[config.mk]
export PLATFORM = sky130hd
export DESIGN_NAME = pair_issue_unit
export DESIGN_NICKNAME = d
export VERILOG_FILES = /design/src/rtl/pair_pkg.sv /design/src/rtl/pair_rules.sv /design/src/rtl/fp_history.sv /design/src/rtl/pair_fsm.sv /design/src/rtl/pair_issue_unit.sv
export SDC_FILE = /design/constraint.sdc
export NUM_CORES = 1
export LEC_CHECK = 0
export BUFFER_PORTS_ARGS = -buffer_cell sky130_fd_sc_hd__buf_4
export CAP_MARGIN = 25
export CORE_AREA = 4 4 41 43
export CTS_CLUSTER_SIZE = 20
export DETAILED_ROUTE_END_ITERATION = 7
export DIE_AREA = 0 0 45 47
export SETUP_SLACK_MARGIN = 0.1
export SLEW_MARGIN = 20
export SYNTH_ARGS = -nofsm -noshare
export SYNTH_HDL_FRONTEND = slang
export SYNTH_SLANG_ARGS = --single-unit
[constraint.sdc]
create_clock -name clk -period 1.6 [get_ports clk]
set_clock_uncertainty 0.15 [all_clocks]
set_input_delay 0.08 -clock clk [delete_from_list [all_inputs] [get_ports clk]]
set_output_delay 0.08 -clock clk [all_outputs]
set_load 0.005 [all_outputs]
[src/rtl/pair_pkg.sv]
package pair_pkg;

    typedef enum logic {
        ST_READY       = 1'b0,
        ST_PREFIX_PAID = 1'b1
    } pair_state_t;

    localparam logic [1:0] TAKE_NONE = 2'd0;
    localparam logic [1:0] TAKE_ONE  = 2'd1;
    localparam logic [1:0] TAKE_TWO  = 2'd2;

    // A floating-point operation that leaves the stack depth as it was
    function automatic logic keeps_stack(input logic fp, input logic fpop, input logic fxch);
        return fp & ~fpop & ~fxch;
    endfunction

endpackage

[src/rtl/pair_rules.sv]
module pair_rules #(
    parameter int REG_W = 8
) (
    input  logic             a_micro,
    input  logic             a_fp,
    input  logic             a_fxch,
    input  logic [REG_W-1:0] a_dst,
    input  logic             b_valid,
    input  logic             b_simple,
    input  logic             b_prefix,
    input  logic             b_fp,
    input  logic             b_fxch,
    input  logic [REG_W-1:0] b_src,
    input  logic             fp_hist,
    output logic             can_pair
);

    logic raw_hazard;
    logic int_ok;
    logic xchg_ok;

    always_comb begin
        raw_hazard = |(a_dst & b_src);
        int_ok     = ~a_micro & ~a_fp & ~b_fp & b_simple & ~raw_hazard;
        xchg_ok    = a_fxch & fp_hist & b_fp & ~b_fxch;
        can_pair   = b_valid & ~b_prefix & (int_ok | xchg_ok);
    end

endmodule

[src/rtl/fp_history.sv]
module fp_history (
    input  logic clk,
    input  logic rst,
    input  logic upd,
    input  logic upd_val,
    output logic hist
);

    always_ff @(posedge clk) begin
        if (rst) begin
            hist <= 1'b0;
        end else if (upd) begin
            hist <= upd_val;
        end
    end

endmodule

[src/rtl/pair_fsm.sv]
module pair_fsm
    import pair_pkg::*;
(
    input  logic       clk,
    input  logic       rst,
    input  logic       head_valid,
    input  logic       head_prefix,
    input  logic       can_pair,
    output logic       issue_u,
    output logic       issue_v,
    output logic       stall,
    output logic [1:0] consumed
);

    pair_state_t state_q;
    pair_state_t state_d;

    always_ff @(posedge clk) begin
        if (rst) begin
            state_q <= ST_READY;
        end else begin
            state_q <= state_d;
        end
    end

    always_comb begin
        state_d  = state_q;
        stall    = 1'b0;
        consumed = TAKE_NONE;
        unique case (state_q)
            ST_READY: begin
                if (head_valid && head_prefix) begin
                    stall   = 1'b1;
                    state_d = ST_PREFIX_PAID;
                end else if (head_valid) begin
                    consumed = can_pair ? TAKE_TWO : TAKE_ONE;
                end
            end
            ST_PREFIX_PAID: begin
                if (head_valid) begin
                    consumed = can_pair ? TAKE_TWO : TAKE_ONE;
                end
                state_d = ST_READY;
            end
            default: state_d = ST_READY;
        endcase
        if (rst) begin
            stall    = 1'b0;
            consumed = TAKE_NONE;
        end
        issue_u = (consumed != TAKE_NONE);
        issue_v = (consumed == TAKE_TWO);
    end

endmodule

[src/rtl/pair_issue_unit.sv]
module pair_issue_unit
    import pair_pkg::*;
#(
    parameter int REG_W = 8
) (
    input  logic             clk,
    input  logic             rst,
    input  logic             a_valid,
    input  logic             a_micro,
    input  logic             a_prefix,
    input  logic             a_fp,
    input  logic             a_fpop,
    input  logic             a_fxch,
    input  logic [REG_W-1:0] a_dst,
    input  logic             b_valid,
    input  logic             b_simple,
    input  logic             b_prefix,
    input  logic             b_fp,
    input  logic             b_fpop,
    input  logic             b_fxch,
    input  logic [REG_W-1:0] b_src,
    output logic             issue_u,
    output logic             issue_v,
    output logic             stall,
    output logic [1:0]       consumed
);

    logic fp_hist;
    logic can_pair;
    logic hist_val;

    pair_rules #(.REG_W(REG_W)) u_rules (
        .a_micro  (a_micro),
        .a_fp     (a_fp),
        .a_fxch   (a_fxch),
        .a_dst    (a_dst),
        .b_valid  (b_valid),
        .b_simple (b_simple),
        .b_prefix (b_prefix),
        .b_fp     (b_fp),
        .b_fxch   (b_fxch),
        .b_src    (b_src),
        .fp_hist  (fp_hist),
        .can_pair (can_pair)
    );

    pair_fsm u_fsm (
        .clk         (clk),
        .rst         (rst),
        .head_valid  (a_valid),
        .head_prefix (a_prefix),
        .can_pair    (can_pair),
        .issue_u     (issue_u),
        .issue_v     (issue_v),
        .stall       (stall),
        .consumed    (consumed)
    );

    // Record describes the last instruction that left this cycle
    assign hist_val = issue_v ? keeps_stack(b_fp, b_fpop, b_fxch)
                              : keeps_stack(a_fp, a_fpop, a_fxch);

    fp_history u_hist (
        .clk     (clk),
        .rst     (rst),
        .upd     (issue_u),
        .upd_val (hist_val),
        .hist    (fp_hist)
    );

endmodule

==> metrics, run 1 <==
initial core utilization 15.48%; CP arrival 1170 ps; fraction of layout cells with a size suffix above 1 60.61%; Remaining DRCs 0; gr usage total 8.123%; crit-path max FO 4; core box area 1301 sq um; setup_tns 0 ps; part of the cycle the worst path needs 87.54%; Avg Cell Area, Syn 7.748 sq um; Clk pin slew, worst setup/hold paths 30 ps; row count 13; Pwr per Cell Area 465.2 nW/um^2; max-cap violations 0; maximum VDD drop 0.1945 mV; Die Ht 47 microns; Final Hold Vio Count 0; First-pass DRT Iterations 3; clk root buf clkbuf_4; Horiz. Die Dim 45 microns; CP top delay family simple AND/OR/NAND/NOR gates; CTS Buffer Depth 2; DP Worst Slack 350.6 ps; Synth Cell Area 201.4 sq um; grt ovf 0; initial antenna violation count 0; Setup crit end kind output port; Clock Latency Late Sink 220 ps; fin crit period 1401 ps; CTS tree done; Die ar. 2115 sq um; Slew @ Worst Pin 288.5 ps; WP data required 1370 ps; Syn Nets 56; CP Cell Sequence nand2b_1, nand3b_1, nor3_2, buf_4; htree depth 1; status finished clean; CTS buffer count 3; Final Setup Violations 0; Clock Sinks 2; Worst Path Buf+Inv 1; crit path launch type flop; CP max stage delay 290 ps; Wirelength per Cell 10.35 microns; Yosys cell types 19; number of diodes 0; final net count 98; RePlAce Congestion 0.6789; drt initial violations 5; # fillers 138; total wire length 838 microns; HP Class input pin to flop; Lkg Pwr 0.2691 nW; Slew Limit Fails 0; Seq/Total Area, Yosys 19.88%; setup slack after layout 199.4 ps; first-pass GRT wire length 1262 microns; Ports 35; vias in the first global route 348; CP Class flop to output port; Setup Buffers After CTS 0; f_max 714.0 MHz; RSZ-0062 raised after global routing false; via count 352; cell count after synthesis 26; largest net degree at the start of global routing 5; yosys warns 0; flops & latches, synth 2; via/cell ratio 4.346; slew margin rel. 80.70%; Routed Antenna Nets 0; P&R area growth vs syn 165.8%; port bufs 34; Slowest-stage cell, CP dfxtp_1
## where the power goes
part | switching, mW | internal (mW) | total [mW]
Sequential | 0.000283 | 0.0516 | 0.0519
Clock | 0.0268 | 0.0826 | 0.109
Combinational | 0.0232 | 0.0647 | 0.0879
## worst min-delay path, cell delays in order
cell and delay, ps:
buf_4 90, nor4_1 50, o2bb2ai_1 110
## repair_timing
action | CTS | global route
hold endpoints to repair | 2 | 0
gates resized for setup | 0 | 3
setup endpoints to repair | 0 | 3
hold buffers | 3 | 0
## metal layers
layer  GRT usage (%)  share of wire, %  wire length [microns]
met1           8.824                34                    286
met2           13.84                51                    430
met3           3.448                14                    121
met4           3.509                 0                      0
met5               0                 0                      0
## kinds of logic after synthesis
logic type | after synthesis | synth area share (%)
flops | 2 | 19.88
buf+inv | 1 | 1.862
compound gates | 6 | 24.22
mux | 1 | 4.969
simple gates | 16 | 49.07
## state kept, by name, summed over array words and instances (netlist names)
register / cells
u_fsm.state_q: 1
u_hist.hist: 1
## layout make-up
| cell class | instances | area [sq um] | area share (%) |
|---|---|---|---|
| well taps | 15 | 18.77 | 3.505 |
| clock buffers | 3 | 22.52 | 4.206 |
| multi-input cells | 23 | 162.7 | 30.37 |
| repair buffers | 37 | 287.8 | 53.74 |
| flip-flops and latches | 2 | 40.04 | 7.477 |
| inverters | 1 | 3.754 | 0.7009 |
## synthesized netlist by cell type
cell       number  area [sq um]
nor4_1          1         6.260
nor2b_1         1         6.260
nand2_1         1         3.750
nor3_1          1         5.000
dfxtp_1         2         40.04
nor4b_1         1         8.760
or2b_1          1         7.510
a222oi_1        1         10.01
o21a_1          2         15.01
nor2_1          1         3.750
nand3b_1        1         7.510
mux2i_1         1         10.01
inv_1           1         3.750
nand3_1         3         15.01
nand2b_1        1         6.260
a22oi_1         2         15.01
nor2_2          1         6.260
o2bb2ai_1       1         8.760
nor3b_1         3         22.52
## path summary, 6_finish.rpt
kind,slack [ps],start,cells past startpoint,to
max,200,u_fsm.state_q,4,consumed[0]
min,10,rst,3,u_hist.hist
max reg2reg,340,u_fsm.state_q,4,u_hist.hist
min reg2reg,380,u_fsm.state_q,2,u_fsm.state_q
## cells in the final DEF, fill, tap and decap left out
master	n
buf_4	34
nand3_1	3
nor3b_1	3
clkbuf_4	3
a22oi_1	2
o21a_1	2
dlygate4sd3_1	2
dfxtp_1	2
nand2b_1	1
nand3b_1	1
inv_2	1
nor4b_1	1
nand2_1	1
nor2b_1	1
a222oi_1	1
nor2_2	1
or2b_1	1
nor2_1	1
nor3_2	1
nor4_1	1
mux2i_1	1
o2bb2ai_1	1
dlymetal6s4s_1	1
## metrics by stage
stage	hold slack, ps	instances	power (mW)	cell area, sq um	util [%]
after global placement	135.9	75	0.1335	475.5	36.54
after CTS	5.947	81	0.2572	528.0	40.58
after floorplan	6.148	26	0.07150	201.4	-
after global routing	38.77	81	0.2689	535.5	41.15
after detailed placement	137.0	75	0.1342	475.5	36.54
final	11.65	81	0.2491	535.5	41.15
Note: power is estimated with default switching activity, not from simulation.
==> inputs of run 2 (changes only) <==
--- a/config.mk
+++ b/config.mk
@@ -11,6 +11,7 @@
 export CTS_CLUSTER_SIZE = 20
 export DETAILED_ROUTE_END_ITERATION = 7
 export DIE_AREA = 0 0 45 47
+export PLACE_DENSITY = 0.51
 export SETUP_SLACK_MARGIN = 0.1
 export SLEW_MARGIN = 20
 export SYNTH_ARGS = -nofsm -noshare
==> constraint.sdc (replaced) <==
create_clock -name clk -period 1.6 [get_ports clk]
set_clock_uncertainty 0.15 [all_clocks]
set_input_delay 0.16 -clock clk [delete_from_list [all_inputs] [get_ports clk]]
set_output_delay 0.16 -clock clk [all_outputs]
set_load 0.005 [all_outputs]
==> run 2 against run 1 <==
Die area did not move. Combinational power shrank 2%. Utilization is 1.1 points lower. Critical path depth did not move. Flip-flop and latch count did not move. Maximum frequency decreased by 2.6%. Worst hold slack better by 59 ps. Critical path type unchanged. Highest routed layer unchanged.
==> metrics, run 2 (synthesis gave the netlist of run 1 again) <==
status finished clean; gr usage total 9.464%; CTS Buffer Depth 2; Remaining DRCs 0; initial core utilization 15.48%; fin crit period 1437 ps; NetSw 50.93 uW; clk root buf clkbuf_4; placed insts 75; final net count 97; number of diodes 0; most frequent cells in the layout buf_4, nand3_1, nor3b_1, clkbuf_4; Die Ht 47 microns; fin cells 80; crit path launch type flop; port bufs 34; Slew @ Worst Pin 288.5 ps; CP arrival 1130 ps; htree depth 1; design area 521.8 sq um; setup_tns 0 ps; Routed Antenna Nets 0; Top Registers u_fsm.state_q (1), u_hist.hist (1); Final Setup Violations 0; Lkg Pwr 0.2570 nW; WP data required 1290 ps; part of the cycle the worst path needs 89.83%; maximum VDD drop 0.2189 mV; combinational power share 34.8%; HP Class input pin to flop; total wire length 925 microns; CP Class flop to output port; Setup crit end kind output port; max-cap violations 0; CTS tree done; Final Hold Vio Count 0; f_max 695.8 MHz; commonest non-fill, non-tap cell in the layout buf_4; CTS buffer count 3; total power 248.0 uW; P&R area growth vs syn 159.0%; grt ovf 0; vias in the first global route 357; crit-path max FO 3; row count 13; Die ar. 2115 sq um; via/cell ratio 4.288; Ports 35; largest net degree at the start of global routing 5; fraction of layout cells with a size suffix above 1 63.08%; Clock Latency Late Sink 220 ps; internal power 197.0 uW; Clock Sinks 2; RePlAce Congestion 0.6955; first-pass GRT wire length 1435 microns; Cell Area, Placed 475.5 sq um; initial antenna violation count 0; # fillers 154; Horiz. Die Dim 45 microns; core box area 1301 sq um; Clk pin slew, worst setup/hold paths 30 ps; Switching Share 20.54%; slew margin rel. 80.77%; RSZ-0062 raised after global routing true; Seq pwr share 20.9%; Pwr per Cell Area 475.2 nW/um^2; First-pass DRT Iterations 4; clock group share of total power 44.3%; Slew Limit Fails 0; drt initial violations 5; Wirelength per Cell 11.56 microns; via count 343
-- run 2: critical path: stages (launching register included) --
cell and delay, ps:
dfxtp_1 290, nand2b_1 140, nand3b_1 140, nor3_1 210, buf_4 140
-- run 2: worst paths after layout --
kind	start	endpoint	slack, ps	depth (start not counted)
worst min-delay path	b_fpop	u_hist.hist	70	3
worst max register to register	u_fsm.state_q	u_hist.hist	280	5
worst min register to register	u_fsm.state_q	u_fsm.state_q	390	2
worst max-delay path	u_fsm.state_q	consumed[0]	160	4
-- run 2: final cells by class --
cell class	count	area [sq um]	share of cell area, %
clock buffer	3	22.52	4.317
inverter	1	3.754	0.7194
multi-input combinational	23	160.2	30.70
timing repair buffer	36	276.5	53.00
tap	15	18.77	3.597
sequential	2	40.04	7.674
-- run 2: metal layers --
| metal | vias up | part of all wire (%) | global-route usage [%] |
|---|---|---|---|
| met5 | - | 0 | 0 |
| met4 | 0 | 0 | 3.509 |
| met3 | 0 | 9.9 | 5.364 |
| met2 | 12 | 48 | 14.12 |
| met1 | 149 | 42 | 11.31 |
| li1 | 182 | - | - |
-- run 2: repair_timing --
| action | 4_1_cts | 5_1_grt |
|---|---|---|
| setup endpoints to repair | 2 | 3 |
| pin swaps | 1 | 6 |
| endpoints found under the hold margin | 2 | 0 |
| hold buffers | 1 | 0 |
| gates resized for setup | 0 | 3 |
| buffers inserted | 1 | 0 |
| cloned | 0 | 0 |
-- run 2: per-stage QoR --
stage	worst slack, ps	hold WS [ps]	utilization, %
2_1_floorplan	449.6	86.15	-
3_3_place_gp	171.8	219.2	36.54
3_5_place_dp	175.8	220.7	36.54
4_1_cts	154.2	70.02	39.62
5_1_grt	79.03	79.58	40.10
6_report	162.8	70.18	40.10
-- run 2: power groups by stage --
stage / Sequential (mW) / Combinational [mW] / Clock, mW
floorplan: 0.0525 / 0.0190 / 0
global placement: 0.0526 / 0.0812 / 0
detailed placement: 0.0526 / 0.0822 / 0
CTS: 0.0519 / 0.0858 / 0.118
global route: 0.0520 / 0.0939 / 0.123
finish: 0.0519 / 0.0862 / 0.110
==> inputs of run 3 (changes only) <==
--- a/config.mk
+++ b/config.mk
@@ -5,12 +5,14 @@
 export SDC_FILE = /design/constraint.sdc
 export NUM_CORES = 1
 export LEC_CHECK = 0
+export ABC_CLOCK_PERIOD_IN_PS = 1800
 export BUFFER_PORTS_ARGS = -buffer_cell sky130_fd_sc_hd__buf_4
 export CAP_MARGIN = 25
 export CORE_AREA = 4 4 41 43
 export CTS_CLUSTER_SIZE = 20
 export DETAILED_ROUTE_END_ITERATION = 7
 export DIE_AREA = 0 0 45 47
+export MAX_ROUTING_LAYER = met4
 export PLACE_DENSITY = 0.51
 export SETUP_SLACK_MARGIN = 0.1
 export SLEW_MARGIN = 20
==> constraint.sdc (replaced) <==
create_clock -name clk -period 1.8 [get_ports clk]
set_clock_uncertainty 0.15 [all_clocks]
set_input_delay 0.18 -clock clk [delete_from_list [all_inputs] [get_ports clk]]
set_output_delay 0.18 -clock clk [all_outputs]
set_load 0.005 [all_outputs]
==> run 3 against run 2 <==
Flip-flop and latch count unchanged. Total power decreased by 13%. Sequential share of layout area increased by 0.21 points. Register-to-register slack improved by 300 ps. Final area is 2.6% lower. Die area stayed put. Utilization shrank 1.1 points. Clock-buffer cell count is the same. Setup slack better by 120 ps. Sequential power decreased by 11%. Non-clock buffer count decreased by 1. Critical endpoint is now issue_v. Largest power group unchanged.
==> metrics, run 3 (synthesis gave the netlist of run 1 again) <==
status finished clean; hpwl dp 764.7 microns; number of diodes 0; vias in the first global route 332; Worst R2R Setup Slack 580 ps; maximum VDD drop 0.3986 mV; total power 216.8 uW; Slew @ Worst Pin 264.4 ps; Hold Startpoint rst; fin cells 79; Clk pin slew, worst setup/hold paths 30 ps; WHS Path Cells 2; Reg2Reg Depth 4; slew margin rel. 82.37%; first-pass GRT wire length 1345 microns; commonest non-fill, non-tap cell in the layout buf_4; initial antenna violation count 0; RSZ-0062 raised after global routing false; largest net degree at the start of global routing 6; CP arrival 1190 ps; CP Class flop to output port; max-cap violations 0; RePlAce Congestion 0.7038; Ports 35; CP Cell Sequence nand2b_1, nand3b_1, inv_1, o21a_1, buf_4; P&R area growth vs syn 152.2%; Setup crit end kind output port; Top Registers u_fsm.state_q (1), u_hist.hist (1); gr usage total 9.121%; core box area 1301 sq um; via/cell ratio 4.190; design area 508.0 sq um; Remaining DRCs 0; Routed Antenna Nets 0; grt ovf 0; Pwr per Cell Area 426.8 nW/um^2; port bufs 34; initial core utilization 15.48%; part of the cycle the worst path needs 84.44%; Final Hold Vio Count 0; clk root buf clkbuf_4; WP data required 1470 ps; total wire length 861 microns; Horiz. Die Dim 45 microns; fin crit period 1520 ps; fraction of layout cells with a size suffix above 1 59.38%; Die Ht 47 microns; CTS tree done; via count 331; CP max stage delay 280 ps; final hold slack 22.21 ps; Clock Latency Late Sink 220 ps; htree depth 1; f_max 657.9 MHz; row count 13; R2R Path Start u_fsm.state_q; CTS Buffer Depth 2; DP Worst Slack 337.2 ps; Hold Path End u_hist.hist; crit-path max FO 4; most frequent cells in the layout buf_4, nand3_1, nor3b_1, clkbuf_4; CTS buffer count 3; Clock Sinks 2; Die ar. 2115 sq um; crit path launch type flop; setup slack after layout 280.1 ps; final net count 96; setup_tns 0 ps; Cell Area, Placed 475.5 sq um; Wirelength per Cell 10.90 microns; Slowest-stage cell, CP dfxtp_1; Slew Limit Fails 0; Worst R2R End u_hist.hist; Final Setup Violations 0; Lkg Pwr 0.2535 nW; post-CTS sizing 0; HP Class input pin to flop; CP top delay family simple AND/OR/NAND/NOR gates; First-pass DRT Iterations 2; placed insts 75; Worst Path Buf+Inv 2; Core Util, Final 39.04%; drt initial violations 3
[run 3: cell type report]
type / instances / area (sq um)
fill: 143 / 793.3
timing repair buffer: 35 / 265.3
multi-input combinational: 23 / 157.7
sequential: 2 / 40.04
clock buffer: 3 / 22.52
tap: 15 / 18.77
inverter: 1 / 3.754
[run 3: layer usage]
layer / global-route usage (%) / wire length (microns)
met3: 6.130 / 87
met1: 11.31 / 355
met4: 0 / 0
met2: 12.99 / 417
met5: - / 0
[run 3: worst max-delay path by stage]
stage                       start           to  slack (ps)  cells past startpoint
finish              u_fsm.state_q      issue_v         280                      5
global route        u_fsm.state_q  consumed[0]         180                      4
CTS                 u_fsm.state_q      issue_v         270                      5
detailed placement           b_fp      issue_v         340                      6
global placement             b_fp      issue_v         330                      6
floorplan                a_dst[0]  consumed[1]         610                      4
[run 3: power breakdown]
group | internal, mW | switching (mW)
Combinational | 0.0538 | 0.0199
Clock | 0.0734 | 0.0235
Sequential | 0.0459 | 0.000295
Total | 0.173 | 0.0437
[run 3: what timing repair did]
| action | 4_1_cts | 5_1_grt |
|---|---|---|
| endpoints found under the hold margin | 1 | 0 |
| hold buffers | 1 | 0 |
| setup buffers | 0 | 0 |
